[src/rtl/ctl_pkg.sv]
package ctl_pkg;

    localparam int REG_W = 9;

    typedef struct packed {
        logic       last_mem;
        logic       last_casc;
        logic [2:0] hit_lat;
        logic [1:0] tbl_size;
        logic       enable;
    } ctl_fields_t;

    localparam ctl_fields_t FIELDS_RST = '{
        last_mem:  1'b0,
        last_casc: 1'b0,
        hit_lat:   3'd0,
        tbl_size:  2'b01,
        enable:    1'b0
    };

    localparam logic [1:0] TSZ_RESERVED = 2'b11;

    function automatic logic [3:0] base_latency(input logic [1:0] tsz);
        logic [3:0] lat;
        if (tsz == TSZ_RESERVED) lat = 4'd6;
        else                     lat = 4'd4 + {2'b00, tsz};
        return lat;
    endfunction

endpackage

[src/rtl/ctl_softrst_timer.sv]
module ctl_softrst_timer #(
    parameter int PULSE_LEN = 8
) (
    input  logic clk,
    input  logic rst,
    input  logic start,
    output logic busy
);
    localparam int CNT_W = (PULSE_LEN > 1) ? $clog2(PULSE_LEN) : 1;
    localparam logic [CNT_W-1:0] LAST = CNT_W'(PULSE_LEN - 1);

    logic [CNT_W-1:0] cnt;

    always_ff @(posedge clk) begin
        if (rst) begin
            busy <= 1'b0;
            cnt  <= '0;
        end else if (busy) begin
            if (cnt == LAST) begin
                busy <= 1'b0;
                cnt  <= '0;
            end else begin
                cnt <= cnt + 1'b1;
            end
        end else if (start) begin
            busy <= 1'b1;
            cnt  <= '0;
        end
    end


    start_launch_chk: assert property (@(posedge clk) disable iff (rst)
        (start && !busy) |=> busy);


    cnt_bound_chk: assert property (@(posedge clk) disable iff (rst)
        busy |-> (cnt <= LAST));


    no_restart_chk: assert property (@(posedge clk) disable iff (rst)
        (busy && cnt != LAST) |=> busy && (cnt == $past(cnt) + 1'b1));

endmodule

[src/rtl/ctl_field_reg.sv]
module ctl_field_reg
    import ctl_pkg::*;
(
    input  logic              clk,
    input  logic              rst,
    input  logic              busy,
    input  logic              wr_en,
    input  logic [REG_W-1:0]  wr_data,
    output ctl_fields_t       fields,
    output logic              start
);
    assign start = wr_en && wr_data[0] && !busy;

    always_ff @(posedge clk) begin
        if (rst || busy || start) begin
            fields <= FIELDS_RST;
        end else if (wr_en) begin
            fields <= ctl_fields_t'(wr_data[REG_W-1:1]);
        end
    end


    hold_in_pulse_chk: assert property (@(posedge clk) disable iff (rst)
        busy |=> (fields == FIELDS_RST));


    write_store_chk: assert property (@(posedge clk) disable iff (rst)
        (wr_en && !wr_data[0] && !busy) |=> (fields == ctl_fields_t'($past(wr_data[REG_W-1:1]))));

endmodule

[src/rtl/ctl_bus_gate.sv]
module ctl_bus_gate #(
    parameter int LO_W = 2,
    parameter int HI_W = 3
) (
    input  logic            enable,
    input  logic            last_mem,
    input  logic            last_casc,
    input  logic            mem_req,
    input  logic            hit_req,
    input  logic            dq_req,
    input  logic [LO_W-1:0] lo_in,
    input  logic [HI_W-1:0] hi_in,
    output logic            mem_oe,
    output logic            hit_oe,
    output logic            dq_oe,
    output logic [LO_W-1:0] lo_out,
    output logic [HI_W-1:0] hi_out
);
    always_comb begin
        mem_oe = enable && (mem_req || last_mem);
        hit_oe = enable && (hit_req || last_casc);
        dq_oe  = enable && dq_req;
    end

    for (genvar i = 0; i < LO_W; i++) begin : g_lo
        assign lo_out[i] = enable & lo_in[i];
    end
    for (genvar j = 0; j < HI_W; j++) begin : g_hi
        assign hi_out[j] = enable & hi_in[j];
    end

endmodule

[src/rtl/ctl_regblk.sv]
module ctl_regblk
    import ctl_pkg::*;
#(
    parameter int PULSE_LEN = 8,
    parameter int LO_W      = 2,
    parameter int HI_W      = 3
) (
    input  logic              clk,
    input  logic              rst,
    input  logic              wr_en,
    input  logic [REG_W-1:0]  wr_data,
    output logic [REG_W-1:0]  rd_data,
    output logic [1:0]        tbl_size,
    output logic [2:0]        hit_lat,
    output logic              last_casc,
    output logic              last_mem,
    output logic [3:0]        search_lat,
    output logic [3:0]        hit_total_lat,
    output logic              cfg_err,
    output logic              core_rst,
    input  logic              mem_req,
    input  logic              hit_req,
    input  logic              dq_req,
    output logic              mem_oe,
    output logic              hit_oe,
    output logic              dq_oe,
    input  logic [LO_W-1:0]   casc_lo_in,
    input  logic [HI_W-1:0]   casc_hi_in,
    output logic [LO_W-1:0]   casc_lo_out,
    output logic [HI_W-1:0]   casc_hi_out
);
    ctl_fields_t fields;
    logic        busy;
    logic        start;

    ctl_field_reg u_fields (
        .clk     (clk),
        .rst     (rst),
        .busy    (busy),
        .wr_en   (wr_en),
        .wr_data (wr_data),
        .fields  (fields),
        .start   (start)
    );

    ctl_softrst_timer #(.PULSE_LEN(PULSE_LEN)) u_timer (
        .clk   (clk),
        .rst   (rst),
        .start (start),
        .busy  (busy)
    );

    ctl_bus_gate #(.LO_W(LO_W), .HI_W(HI_W)) u_gate (
        .enable    (fields.enable),
        .last_mem  (fields.last_mem),
        .last_casc (fields.last_casc),
        .mem_req   (mem_req),
        .hit_req   (hit_req),
        .dq_req    (dq_req),
        .lo_in     (casc_lo_in),
        .hi_in     (casc_hi_in),
        .mem_oe    (mem_oe),
        .hit_oe    (hit_oe),
        .dq_oe     (dq_oe),
        .lo_out    (casc_lo_out),
        .hi_out    (casc_hi_out)
    );

    always_comb begin
        rd_data       = {fields, busy};
        tbl_size      = fields.tbl_size;
        hit_lat       = fields.hit_lat;
        last_casc     = fields.last_casc;
        last_mem      = fields.last_mem;
        search_lat    = base_latency(fields.tbl_size);
        hit_total_lat = search_lat + {1'b0, fields.hit_lat};
        cfg_err       = (fields.tbl_size == TSZ_RESERVED);
        core_rst      = rst || busy;
    end


    disabled_quiet_chk: assert property (@(posedge clk) disable iff (rst)
        !rd_data[1] |-> (!mem_oe && !hit_oe && !dq_oe && casc_lo_out == '0 && casc_hi_out == '0));


    pulse_reset_chk: assert property (@(posedge clk) disable iff (rst)
        rd_data[0] |-> core_rst);


    lat_order_chk: assert property (@(posedge clk) disable iff (rst)
        (hit_total_lat >= search_lat) && (search_lat >= 4'd4) && (search_lat <= 4'd6));

endmodule

[config.mk]
export PLATFORM = sky130hd
export DESIGN_NAME = ctl_regblk
export DESIGN_NICKNAME = d
export VERILOG_FILES = /design/src/rtl/ctl_pkg.sv /design/src/rtl/ctl_softrst_timer.sv /design/src/rtl/ctl_field_reg.sv /design/src/rtl/ctl_bus_gate.sv /design/src/rtl/ctl_regblk.sv
export SDC_FILE = /design/constraint.sdc
export NUM_CORES = 1
export LEC_CHECK = 0
export BUFFER_PORTS_ARGS = -buffer_cell sky130_fd_sc_hd__clkbuf_2
export CORE_MARGIN = 3
export CORE_UTILIZATION = 39
export DETAILED_ROUTE_END_ITERATION = 6
export PLACE_DENSITY_LB_ADDON = 0.15
export REMOVE_ABC_BUFFERS = 1
export SYNTH_ARGS = -nofsm -noshare
export SYNTH_HDL_FRONTEND = slang
export SYNTH_SLANG_ARGS = --single-unit
[constraint.sdc]
create_clock -name clk -period 2.09 [get_ports clk]
set_clock_uncertainty 0.15 [all_clocks]
set_input_delay 0.5225 -clock clk [delete_from_list [all_inputs] [get_ports clk]]
set_output_delay 0.5225 -clock clk [all_outputs]
set_load 0.1 [all_outputs]
After elaboration in Yosys (flattened, before gate mapping)
Index checks and enable logic that the tools add are counted.
- output and inout port bits: 34
- logic and storage cells: 35
- bits in registers: 12
- bitwise logic cells: 5
- add/sub/neg operators: 3
- muxes and demuxes: 7
- reduce and logical (&&, ||, !) cells: 11
- equal/unequal tests: 2
- operator list (kind ; number):
    $mux W3 ; 3
    $and A1 B1 Y1 ; 5
    $logic_and A1 B1 Y1 ; 5
    $add A3 B2 Y4 const A ; 1
    $add A4 B3 Y4 ; 1
    $logic_or A1 B1 Y1 ; 4
    $mux W4 ; 1
    $add A3 B1 Y3 const B ; 1
    $eq A3 B3 Y1 const B ; 1
    $mux W1 ; 3
    $eq A2 B2 Y1 const B ; 1
    $reduce_bool A2 Y1 ; 1
    $logic_not A1 Y1 ; 1

Longest topological paths before layout
- depth in word-level cells: 4
- depth in mapped cells: 5

Hierarchy
A second synthesis with hierarchy kept.
- cells, all modules: 83
- area total of the unflattened synthesis: 752.0 µm²
- modules (own cells, without submodules) (module ; instances ; cells an instance ; area each (µm²) ; seq. area each (µm²)):
    ctl_field_reg ; 1 ; 37 ; 355.3 ; 160.2
    ctl_softrst_timer ; 1 ; 17 ; 176.4 ; 80.1
    ctl_regblk ; 1 ; 21 ; 167.7 ; 0.0
    ctl_bus_gate ; 1 ; 8 ; 52.6 ; 0.0

Least setup slack after synthesis
OpenSTA, ideal clock, no wires.
- path kind: reg-to-output
- start point: register u_fields.fields[2] (netlist name)
- end point: output hit_total_lat[2]
- data required time: 1.417 ns
- path buffers: 0
- path slack: -2.671 ns
- arrival time: 4.088 ns
- stages on the path, launching flop included: 5
- cells stage by stage: dfxtp_1 > nor2b_1 > ha_1 > fa_1 > xnor2_1
- longest elaborated chain between the ends: 3
- elaborated cells between the ends (all ways): 4
- those cells by class: add/sub (2); eq/ne (1); mux (1)
- RTL lines (what ; line ; source):
    $eq A2 B2 Y1 ; ctl_pkg.sv:25 ; if (tsz == TSZ_RESERVED) lat = 4'd6;
    $mux W4 ; ctl_pkg.sv:25 ;
    net search_lat[0] ; ctl_regblk.sv:17 ; output logic [3:0] search_lat,
    $add A4 B3 Y4 ; ctl_regblk.sv:76 ; hit_total_lat = search_lat + {1'b0, fields.hit_lat};
    to (decl) ; ctl_regblk.sv:18 ; output logic [3:0] hit_total_lat,
The timed path passes the listed nets, and every way through them passes these cells.

Worst setup path after layout
- start point: register u_fields.fields[1] (netlist name)
- end point: output hit_total_lat[2]
- longest elaborated chain between the ends: 3
- elaborated cells between the ends (all ways): 4
- those cells by class: add/sub (2); eq/ne (1); mux (1)
- RTL lines (what ; line):
    $add A3 B2 Y4 or $eq A2 B2 Y1 (tied branches) ; ctl_pkg.sv:26, ctl_pkg.sv:25
    $mux W4 (*) ; ctl_pkg.sv:25
    $add A4 B3 Y4 (*) ; ctl_regblk.sv:76
Every way passes the cells marked *; elsewhere a longest branch is shown, timed or not.

==> reports/metrics.yaml <==
timing:
  rsz0062_at_grt: "true"
  finalCriticalPeriod_ns: 2.31
  hold_violations: 0
  relSlewSlack_pct: 63.8
  hold_slack_ns: 0.309
  setup_viol: 3
  slew_violations: 0
  finalCritPeriodShare_pct: 111
  max_freq_ghz: 0.432
  tightest_slew_ns: 0.546
  setup_tns_ns: -0.510
  fin_ws_ns: -0.223
synth:
  yosysWarnings: 0
  avgSynthCellArea_um2: 8.65
  synthCells: 84
  ys_seq_elements: 12
  synth-edff-count: 0
  ys_seq_area_share_pct: 33.0
  yosysUniqueCellTypes: 24
  async_reset_ff_share_pct: 0
  synthFlopType: "dfxtp_1"
  synth_area_um2: 727
floorplanning:
  coreArea_mm2: 0.00163
  rows: 14
  fp.dieW_um: 49.2
  ios: 54
  die_h_um: 49.2
  dieArea_mm2: 0.00242
  start_util_pct: 44.6
finish:
  layout_commonest_cell: "clkbuf_2"
  area_growth_syn_to_layout_pct: 68.3
  stdcell_area_mm2: 0.00122
  fin_util_pct: 75.1
  drive_gt1_share_pct: 51.9
  instances_no_fill: 155
  most-common-layout-cells: "clkbuf_2, buf_12, a21oi_1, dfxtp_1, buf_4"
  diodes: 0
  fin_nets: 157
power:
  finalPower_mw: 0.754
  p_clk_share_pct: 24.6
  p_seq_share_pct: 32.7
  powerDensity_mw_per_mm2: 617
  peakVddDrop_mv: 0.636
  intPower_mw: 0.431
  comb_power_share_pct: 42.7
  switchingPower_mw: 0.323
  switching_share_pct: 42.8
  leakage_nw: 0.586
clock_tree:
  numCtsBuffers: 3
  cts_sinks: 12
  cts_root_buffer: "clkbuf_4"
  insertion_delay_ns: 0.27
  cts.path.max_buffers: 2
  htreeDepth: 1
  cts_tree: "built"
  holdBufCountCts: 0
  path_clk_slew_ns: 0.08
run_status:
  violations: "negative setup slack"
  status: "complete, but fails checks"
worst_setup_path:
  endpoint: "hit_total_lat[2]"
  r2r-end: "u_fields.fields[1]"
  r2r-start: "u_timer.busy"
  worstPathArrival_ns: 1.64
  regToRegSetupSlack_ns: 0.76
  crit_required_ns: 1.42
  crit_path_start_kind: "flip-flop"
  path_max_fanout: 2
  critPathKind: "flip-flop to output pin"
  crit_start: "u_fields.fields[1]"
  endpoint_kind: "output pin"
  r2r_cells: 3
global_route:
  grt_pass1_wl_um: 3130
  track_usage_pct: 16.5
  antenna_found_initial: 0
  grt_max_degree: 18
  overflow: 0
  grt_pass1_vias: 679
routing:
  drt-initial-drc-count: 4
  drcViolationCount: 0
  antenna_left: 0
  viasPerCell: 4.54
  via_count: 703
  drtPass1Iterations: 4
  wl_per_cell_um: 12.4
  routed_wl_um: 1920
placed_design:
  portBuffers: 51
  pre_cts_slack_ns: -0.153
  place_inst: 150
  routabilityCongestion: 0.718
  dpl_cell_area_mm2: 0.00115
min_path:
  hp-class: "primary input to flip-flop"
run:
  max-cap-violations: 0
==> routing by layer <==
layer  routed length [µm]  track usage [%]  part of all wire, %  vias up
met5                    0                0                    0        -
met4                   10             5.69                 0.52        0
met3                  166             4.28                  8.7        2
met2                  910             27.9                   47       38
met1                  830             20.0                   43      303
li1                     -                -                    -      360
==> cells by family after synthesis <==
family | after synthesis | share of synthesized area, %
xor gates and xnor gates | 1 | 1.21
AOI/OAI and AO/OA | 14 | 11.0
buffers and inverters | 15 | 14.6
muxes | 1 | 1.55
and+or+nand+nor | 34 | 27.9
DFF | 12 | 33.0
other | 2 | 1.03
adders and majority gates | 5 | 9.64
==> registers in the layout (all words and copies together) (netlist names) <==
name and count:
u_timer.busy 1, u_timer.cnt 3, u_fields.fields 8
==> worst min path at each step <==
| stage | from | endpoint | cells past startpoint |
|---|---|---|---|
| 6_report | rst | u_timer.busy | 2 |
| 5_1_grt | rst | u_timer.busy | 2 |
| 4_1_cts | rst | u_timer.busy | 2 |
| 3_5_place_dp | u_timer.cnt[2] | u_timer.cnt[2] | 2 |
| 3_3_place_gp | u_timer.cnt[1] | u_timer.cnt[1] | 2 |
| 2_1_floorplan | u_timer.cnt[1] | u_timer.cnt[1] | 2 |
==> synthesized netlist by cell type (all sizes together), types with 2 or more instances <==
master  instances  area share [%]
nand2b          7             6.0
conb            2             1.0
nand3b          7             7.2
a21oi          10             6.9
ha              4             6.9
nor2            4             2.1
and2            7             6.0
buf            13              14
or2             2             1.7
o21a            2             2.1
nand3           2             1.4
nand2           3             1.5
dfxtp          12              33
==> power groups by stage <==
stage	clock network [mW]	logic, mW	registers, mW
CTS	0.188	0.324	0.247
floorplan	0	0.137	0.335
detailed placement	0	0.318	0.251
global route	0.196	0.333	0.249
global placement	0	0.315	0.250
finish	0.186	0.322	0.247
==> final cells by class <==
type | instances | area, µm²
Timing Repair Buffer | 57 | 500
Multi-Input combinational cell | 57 | 410
Fill cell | 127 | 405
Sequential cell | 12 | 243
Clock buffer | 4 | 36.3
Tap cell | 24 | 30.0
Inverter | 1 | 3.75
==> worst max-delay path: stages (launching register included) <==
cell     delay (ns)
dfxtp_2        0.32
nor2b_4        0.13
ha_4           0.15
fa_2           0.35
xnor2_2        0.21
buf_12         0.21
==> repair_timing <==
item                       in CTS  in global routing
pin swaps                       3                  3
gates resized for setup         8                  0
buffers inserted                1                  0
hold endpoints to repair        0                  0
setup endpoints to repair       3                  3
Note: power is estimated with default switching activity, not from simulation.
